[config.mk]
export PLATFORM = sky130hd
export DESIGN_NAME = cicDecimator
export DESIGN_NICKNAME = d
export VERILOG_FILES = /design/src/rtl/cicDecimPkg.sv /design/src/rtl/cicCtrl.sv /design/src/rtl/cicPath.sv /design/src/rtl/cicDecimator.sv
export SDC_FILE = /design/constraint.sdc
export NUM_CORES = 1
export LEC_CHECK = 0
export ABC_AREA = 1
export BUFFER_PORTS_ARGS = -buffer_cell sky130_fd_sc_hd__buf_2
export CORE_UTILIZATION = 35
export DETAILED_ROUTE_END_ITERATION = 10
export HOLD_SLACK_MARGIN = 0.05
export SLEW_MARGIN = 10
export SYNTH_ARGS = -nofsm -noshare
export SYNTH_HDL_FRONTEND = slang
export SYNTH_HIERARCHICAL = 1
export SYNTH_SLANG_ARGS = --single-unit
[constraint.sdc]
create_clock -name clk -period 5.7 [get_ports clk]
set_input_delay 1.71 -clock clk [delete_from_list [all_inputs] [get_ports clk]]
set_output_delay 1.71 -clock clk [all_outputs]
set_load 0.005 [all_outputs]
[src/rtl/cicDecimPkg.sv]
package cicDecimPkg;

  typedef struct packed {
    logic flush;    // clear every stage
    logic integEn;  // accept one input bit
    logic dump;     // last bit of a group: run the comb stages
    logic emit;     // dump whose result is delivered
  } cicStrobeT;

  // log2 of the decimation factor for a select code
  function automatic int unsigned factorLog(input int unsigned maxLog, input int unsigned sel);
    return maxLog - sel;
  endfunction

endpackage

[src/rtl/cicCtrl.sv]
module cicCtrl
  import cicDecimPkg::*;
#(
  parameter int MAX_LOG2 = 8,
  parameter int SEL_W    = 2,
  parameter int SETTLE   = 3
) (
  input  logic             clk,
  input  logic             rstN,
  input  logic             bitValid,
  input  logic [SEL_W-1:0] rateSel,
  output cicStrobeT        strobe
);

  localparam int DISC_W = $clog2(SETTLE + 1);

  logic [SEL_W-1:0]    lastSel;
  logic [MAX_LOG2-1:0] phase;
  logic [DISC_W-1:0]   discardCnt;
  logic [MAX_LOG2:0]   groupSize;
  logic [MAX_LOG2:0]   groupLast;

  always_comb begin
    groupSize      = (MAX_LOG2+1)'(1) << factorLog(MAX_LOG2, int'(rateSel));
    groupLast      = groupSize - (MAX_LOG2+1)'(1);
    strobe.flush   = (rateSel != lastSel);
    strobe.integEn = bitValid && !strobe.flush;
    strobe.dump    = strobe.integEn && (phase == groupLast[MAX_LOG2-1:0]);
    strobe.emit    = strobe.dump && (discardCnt == '0);
  end

  always_ff @(posedge clk or negedge rstN) begin
    if (!rstN) begin
      lastSel    <= '0;
      phase      <= '0;
      discardCnt <= DISC_W'(SETTLE);
    end else begin
      lastSel <= rateSel;
      if (strobe.flush) begin
        phase      <= '0;
        discardCnt <= DISC_W'(SETTLE);
      end else if (strobe.integEn) begin
        phase <= strobe.dump ? '0 : phase + 1'b1;
        if (strobe.dump && discardCnt != '0)
          discardCnt <= discardCnt - 1'b1;
      end
    end
  end

endmodule

[src/rtl/cicPath.sv]
module cicPath
  import cicDecimPkg::*;
#(
  parameter int MAX_LOG2 = 8,
  parameter int OUT_W    = 15,
  parameter int SEL_W    = 2,
  parameter int ORDER    = 3
) (
  input  logic                    clk,
  input  logic                    rstN,
  input  logic                    bitIn,
  input  logic [SEL_W-1:0]        rateSel,
  input  cicStrobeT               strobe,
  output logic signed [OUT_W-1:0] outSample,
  output logic                    outValid
);

  localparam int ACC_W = ORDER * MAX_LOG2 + 2;
  localparam int SH_W  = $clog2(ORDER * MAX_LOG2 + 1);
  localparam logic signed [ACC_W-1:0] POS_LIM = ACC_W'((2 ** (OUT_W - 1)) - 1);
  localparam logic signed [ACC_W-1:0] NEG_LIM = ~POS_LIM;

  logic signed [ACC_W-1:0] inVal;
  logic signed [ACC_W-1:0] integ   [ORDER];
  logic signed [ACC_W-1:0] combIn  [ORDER+1];
  logic signed [ACC_W-1:0] combDly [ORDER];
  logic signed [ACC_W-1:0] scaled;
  logic signed [OUT_W-1:0] clamped;
  logic [SH_W-1:0]         shiftAmt;

  assign inVal = bitIn ? ACC_W'(1) : '1;

  // running-sum stages, each fed by the previous stage's register
  for (genvar g = 0; g < ORDER; g++) begin : gInteg
    logic signed [ACC_W-1:0] stageIn;
    if (g == 0) begin : gFirst
      assign stageIn = inVal;
    end else begin : gNext
      assign stageIn = integ[g-1];
    end
    always_ff @(posedge clk or negedge rstN) begin
      if (!rstN)               integ[g] <= '0;
      else if (strobe.flush)   integ[g] <= '0;
      else if (strobe.integEn) integ[g] <= integ[g] + stageIn;
    end
  end

  assign combIn[0] = integ[ORDER-1];

  // first-difference stages at the group rate
  for (genvar g = 0; g < ORDER; g++) begin : gComb
    assign combIn[g+1] = combIn[g] - combDly[g];
    always_ff @(posedge clk or negedge rstN) begin
      if (!rstN)             combDly[g] <= '0;
      else if (strobe.flush) combDly[g] <= '0;
      else if (strobe.dump)  combDly[g] <= combIn[g];
    end
  end

  always_comb begin
    shiftAmt = SH_W'(ORDER * factorLog(MAX_LOG2, int'(rateSel))) - SH_W'(OUT_W - 1);
    scaled   = combIn[ORDER] >>> shiftAmt;
    if (scaled > POS_LIM)      clamped = POS_LIM[OUT_W-1:0];
    else if (scaled < NEG_LIM) clamped = NEG_LIM[OUT_W-1:0];
    else                       clamped = scaled[OUT_W-1:0];
  end

  always_ff @(posedge clk or negedge rstN) begin
    if (!rstN) begin
      outSample <= '0;
      outValid  <= 1'b0;
    end else begin
      outValid <= strobe.emit;
      if (strobe.emit) outSample <= clamped;
    end
  end

endmodule

[src/rtl/cicDecimator.sv]
module cicDecimator
  import cicDecimPkg::*;
#(
  parameter int MAX_LOG2 = 8,
  parameter int OUT_W    = 15,
  parameter int SEL_W    = 2
) (
  input  logic                    clk,
  input  logic                    rstN,
  input  logic                    bitIn,
  input  logic                    bitValid,
  input  logic [SEL_W-1:0]        rateSel,
  output logic signed [OUT_W-1:0] outSample,
  output logic                    outValid
);

  cicStrobeT strobe;

  cicCtrl #(.MAX_LOG2(MAX_LOG2), .SEL_W(SEL_W), .SETTLE(3)) uCtrl (
    .clk(clk), .rstN(rstN), .bitValid(bitValid), .rateSel(rateSel), .strobe(strobe)
  );

  cicPath #(.MAX_LOG2(MAX_LOG2), .OUT_W(OUT_W), .SEL_W(SEL_W), .ORDER(3)) uPath (
    .clk(clk), .rstN(rstN), .bitIn(bitIn), .rateSel(rateSel), .strobe(strobe),
    .outSample(outSample), .outValid(outValid)
  );

endmodule

==> results of run 1 <==
## sequential cells by signal (all words and copies together), names as in the netlist
register              count
uPath/outSample          15
uCtrl/phase               8
uPath/gInteg.stageIn     52
uCtrl/discardCnt          2
uCtrl/lastSel             2
uPath/combDly            78
uPath/combIn             26
uPath/outValid            1
## worst paths after layout
| path | end | slack, ns | depth (start not counted) |
|---|---|---|---|
| max | uPath/outSample[13] | -0.18 | 43 |
| min | uPath/combDly[24] | 0.50 | 2 |
| max reg2reg | uPath/outSample[13] | -0.18 | 43 |
| min reg2reg | uPath/combDly[24] | 0.50 | 2 |
| max in group asynchronous | uPath/gInteg[2].stageIn[6] | 3.39 | 2 |
| min in group asynchronous | uCtrl/phase[5] | 1.34 | 1 |
## layer usage
metal / up-vias / GRT usage [%] / routed length (µm)
met5: - / 0 / 0
met4: 0 / 4.89 / 643
met3: 43 / 2.63 / 848
met2: 176 / 33.9 / 20000
met1: 6871 / 21.7 / 17800
li1: 7659 / - / -
## logic make-up after synthesis
group	share of synthesized area, %
and+or+nand+nor	24.1
AOI/OAI and AO/OA	19.9
buffers and inverters	8.12
DFF	29.7
adders and majority gates	13.1
xor gates and xnor gates	4.80
muxes	0.129
## metrics by stage
stage          hold WS, ns  utilization, %
3_3_place_gp         0.469            40.3
6_report             0.496            44.4
5_1_grt              0.517            44.4
3_5_place_dp         0.473            40.3
2_1_floorplan        0.449               -
4_1_cts              0.491            43.6
## cells in the final DEF, fill, tap and decap left out, drive strengths merged, types with 3 or more instances in the layout
cell	instances
a21boi	12
buf	232
a22o	6
nor3	9
a31o	4
o221ai	4
or2	9
o21bai	11
a21o	18
o21a	6
nand3	111
o21ai	200
nand2	578
o211ai	5
clkinv	8
a31oi	9
a211oi	3
xor2	53
nand4	20
xnor2	31
fa	6
o22ai	49
inv	275
and2	4
a21oi	183
clkbuf	19
nor2	140
o31ai	18
ha	153
nand3b	5
nor4	4
dfrtp	182
## worst max-delay path: cells and delay by family, from the launching register on
family / cells / cell delay [ns]
AND/OR/NAND/NOR: 20 / 1.86
AO/OA/AOI/OAI: 11 / 1.45
adder cells (fa/ha/maj): 4 / 1.20
buffers and inverters: 6 / 0.50
flip-flops: 1 / 0.42
XOR/XNOR: 2 / 0.33
## area by class of cell
| class | instances | area, µm² |
|---|---|---|
| well taps | 585 | 732 |
| clock inverters | 14 | 141 |
| inverters | 272 | 1030 |
| clock buffers | 18 | 439 |
| fillers | 4358 | 24100 |
| flip-flops and latches | 184 | 4610 |
| multi-input cells | 1663 | 10500 |
| repair buffers | 233 | 1780 |
## what timing repair did
| item | in CTS | in global routing |
|---|---|---|
| endpoints found under the setup margin | 14 | 15 |
| resized for setup | 122 | 60 |
| gates cloned | 2 | 0 |
| pin swaps | 58 | 61 |
| setup buffers | 30 | 9 |
| hold buffers | 0 | 0 |
==> impl_metrics.yaml, run 1 <==
status:
  outcome: "complete, but fails checks"
  violations: "negative setup slack"
critical_path:
  worst_setup_path_start_kind: "register"
  worstPathArrival_ns: 6.22
  worstSetupEndpointType: "register"
  cpMaxStageDelayCell: "dfrtp_1"
  r2r_start: "uPath/combDly[52]"
  critPathKind: "register to register"
  slowest_delay_ns: 0.42
  cp_max_fo: 7
  critPathRequiredTime_ns: 6.03
  critPathLaunch: "uPath/combDly[52]"
min_path:
  hold_class: "register to register"
  min_from: "uPath/combDly[24]"
timing:
  layout_setup_ws_ns: -0.181
  hold_viol_final: 0
  tightest_slew_ns: 0.933
  finalSetupViolations: 14
  grt_setup_unrepaired: "true"
  skew_ns: 0.0150
  drv_slew: 0
  max_freq_mhz: 170
  maxSlewHeadroom_pct: 37.6
  fin_tns_setup_ns: -2.22
  fin_crit_ns: 5.88
  fin_crit_sh_pct: 103
final_layout:
  drive_gt1_share_pct: 20.2
  area_growth_pct: 24.2
  final_area_um2: 19200
  diodes: 0
  nets: 2536
  fin_cells: 2969
clocking:
  numCtsBuffers: 17
  tritoncts: "built"
  clk_pin_slew_ns: 0.07
  clock_path_buffers: 2
  htreeDepth: 4
  clock-root-buffer: "clkbuf_16"
  clock_sinks: 184
  worstSkewPairLatency_ns: 0.46
synthesis:
  netlist_top_cells_area: "dfrtp_1 29%, nand2_1 13%, ha_1 12%"
  synth_flop_cell: "dfrtp_1"
  synth_top_area_share_pct: 29.4
  synth-async-reset-ratio_pct: 100
  synth_enable_flop_cells: 0
  yosysTopAreaCell: "dfrtp_1"
  yosysWarnings: 6
  syn_inst: 2171
  yosysMostFrequentCell: "nand2_1"
  ys_ff_latch: 184
  ys_types: 63
  yosys-top-cells-count: "556 x nand2_1, 265 x inv_1, 182 x dfrtp_1, 182 x o21ai_0, 169 x a21oi_1"
  synth.cell_area_um2: 15500
  synth.yosys.seq_area_share_pct: 29.7
  avgSynthCellArea_um2: 7.14
  synth_fp_nets: 2336
floorplan:
  rows: 76
  dieArea_um2: 45100
  chipWidth_um: 212
  start_util_pct: 35.7
  io_pins: 22
  coreArea_um2: 43400
  die_h_um: 212
grt:
  grt_remaining_overflow: 0
  grt_pass1_vias: 14900
  grt_pass1_wl_mm: 68.1
  antenna_found_initial: 0
  grt_util_all_layers_pct: 18.2
  grt_max_degree: 107
routing:
  drt-total-wl_mm: 39.3
  viasPerCell: 4.97
  wire_per_inst_um: 13.2
  drt_iter0_markers: 523
  drc: 0
  vias: 14700
  ant_nets: 0
  drtPass1Iterations: 5
placement:
  dpl-instance-area_um2: 17500
  io_buffers: 21
  dp_hpwl_mm: 29.3
  gp_congestion: 0.929
  pre_cts_ws_ns: -0.457
  dp.cells: 2898
job:
  max_cap_viol_count: 0
Power of run 1 is left out: the tool's default activity adds up to more than one toggle a clock period on the data nets, which glitch-free logic cannot reach.
==> inputs of run 2 (changes only) <==
PLACE_DENSITY = 0.5   (was not set)
==> impl_metrics.yaml, run 2 (same netlist as run 1, synthesis figures left out) <==
status:
  outcome: "complete, but fails checks"
  violations: "negative setup slack"
critical_path:
  worst_setup_path_start_kind: "register"
  cpMaxStageDelayCell: "dfrtp_1"
  critPathKind: "register to register"
  worstSetupEndpointType: "register"
  critPathLaunch: "uPath/combIn[80]"
  worstPathArrival_ns: 6.27
  ff2ff_setup_slack_ns: -0.20
  slowest_delay_ns: 0.42
  r2r_start: "uPath/combIn[80]"
  cp_max_fo: 7
  critPathRequiredTime_ns: 6.07
floorplan:
  coreArea_um2: 43400
  die_h_um: 212
  rows: 76
  io_pins: 22
  dieArea_um2: 45100
  chipWidth_um: 212
  start_util_pct: 35.7
timing:
  fin_crit_ns: 5.90
  drv_slew: 0
  maxSlewHeadroom_pct: 35.6
  hold_viol_final: 0
  tightest_slew_ns: 0.965
  finalSetupViolations: 14
  skew_ns: 0.0137
  grt_setup_unrepaired: "true"
  fin_tns_setup_ns: -2.52
  fin_crit_sh_pct: 103
  layout_setup_ws_ns: -0.196
  max_freq_mhz: 170
clocking:
  tritoncts: "built"
  htreeDepth: 4
  clock-root-buffer: "clkbuf_16"
  clk_pin_slew_ns: 0.07
  numCtsBuffers: 17
  worstSkewPairLatency_ns: 0.49
  clock_sinks: 184
  ctsHoldBuffers: 0
  clock_path_buffers: 2
routing:
  viasPerCell: 4.91
  vias: 14600
  ant_nets: 0
  drt_iter0_markers: 464
  wire_per_inst_um: 13.6
  drtPass1Iterations: 6
  drt-total-wl_mm: 40.6
  drc: 0
grt:
  use_met3_pct: 3.49
  antenna_found_initial: 0
  met2_usage_pct: 35.2
  top_usage_layer: "met2"
  grtUsageMet1_pct: 21.3
  grt_max_degree: 115
  grt_pass1_vias: 14700
  grt_util_all_layers_pct: 19.0
  grt_remaining_overflow: 0
  grt_pass1_wl_mm: 68.9
placement:
  dpl-instance-area_um2: 17600
  dp.cells: 2912
  pre_cts_ws_ns: -0.538
  dp_hpwl_mm: 30.5
  gp_congestion: 0.887
  io_buffers: 21
final_layout:
  final_area_um2: 19400
  nets: 2543
  largest_reg_flops: 78
  final_common_cell: "nand2_1"
  fin_cells: 2976
  area_growth_pct: 25.2
  mostFrequentLayoutCells: "528 x nand2_1, 256 x inv_1, 213 x buf_4"
  diodes: 0
  drive_gt1_share_pct: 21.4
  top_register: "uPath/combDly"
job:
  max_cap_viol_count: 0
min_path:
  hold_class: "register to register"
  min_from: "uPath/combDly[24]"
==> run 2: cell types whose count changed in the layout (fill, tap and decap cells not counted), moves of 4 or more <==
cell / previous run / this run
nand3_2: 11 / 18
o21ai_1: 15 / 10
nand2_1: 536 / 528
nand3_1: 89 / 83
buf_4: 200 / 213
nand2_2: 34 / 41
buf_6: 8 / 2
o21ai_0: 173 / 177
==> run 2: timing repair <==
item                       4_1_cts  5_1_grt
pin swaps                       26       60
resized for setup               94      103
hold endpoints to repair         0        0
buffers inserted                16       14
setup endpoints to repair       14       15
gates cloned                     2        0
==> run 2: path summary, 6_finish.rpt <==
kind / depth (start not counted) / endpoint
worst max-delay path: 40 / uPath/outSample[8]
min in group asynchronous: 1 / uCtrl/lastSel[0]
worst max register to register: 40 / uPath/outSample[8]
worst min-delay path: 2 / uPath/combDly[24]
max in group asynchronous: 2 / uPath/gInteg[1].stageIn[17]
worst min register to register: 2 / uPath/combDly[24]
==> run 2: final cells by class <==
cell class	count	area [µm²]
clock buffers	19	443
clock inverters	13	159
fillers	4433	24000
inverters	272	1030
multi-input cells	1663	10600
flip-flops and latches	184	4610
well taps	585	732
repair buffers	240	1820
==> run 2: per-layer routing <==
layer / vias to the layer above / wire (µm)
met5: - / 0
met4: 0 / 1120
met3: 66 / 943
met2: 186 / 20900
met1: 6702 / 17700
li1: 7669 / -
==> run 2: stage by stage <==
stage	utilization (%)	hold slack, ns
after floorplan	-	0.449
after global placement	40.6	0.468
after detailed placement	40.6	0.478
after CTS	43.4	0.493
after global routing	44.7	0.521
final	44.7	0.493
==> run 2: critical path: cells and delay by family, from the launching register on <==
| kind | cells | cell delay, ns |
|---|---|---|
| AO/OA/AOI/OAI | 16 | 2.21 |
| XOR/XNOR | 2 | 0.47 |
| adder cells (fa/ha/maj) | 3 | 0.84 |
| buffers and inverters | 5 | 0.57 |
| flip-flops | 1 | 0.42 |
| AND/OR/NAND/NOR | 14 | 1.24 |
Power of run 2 is left out for the same reason.
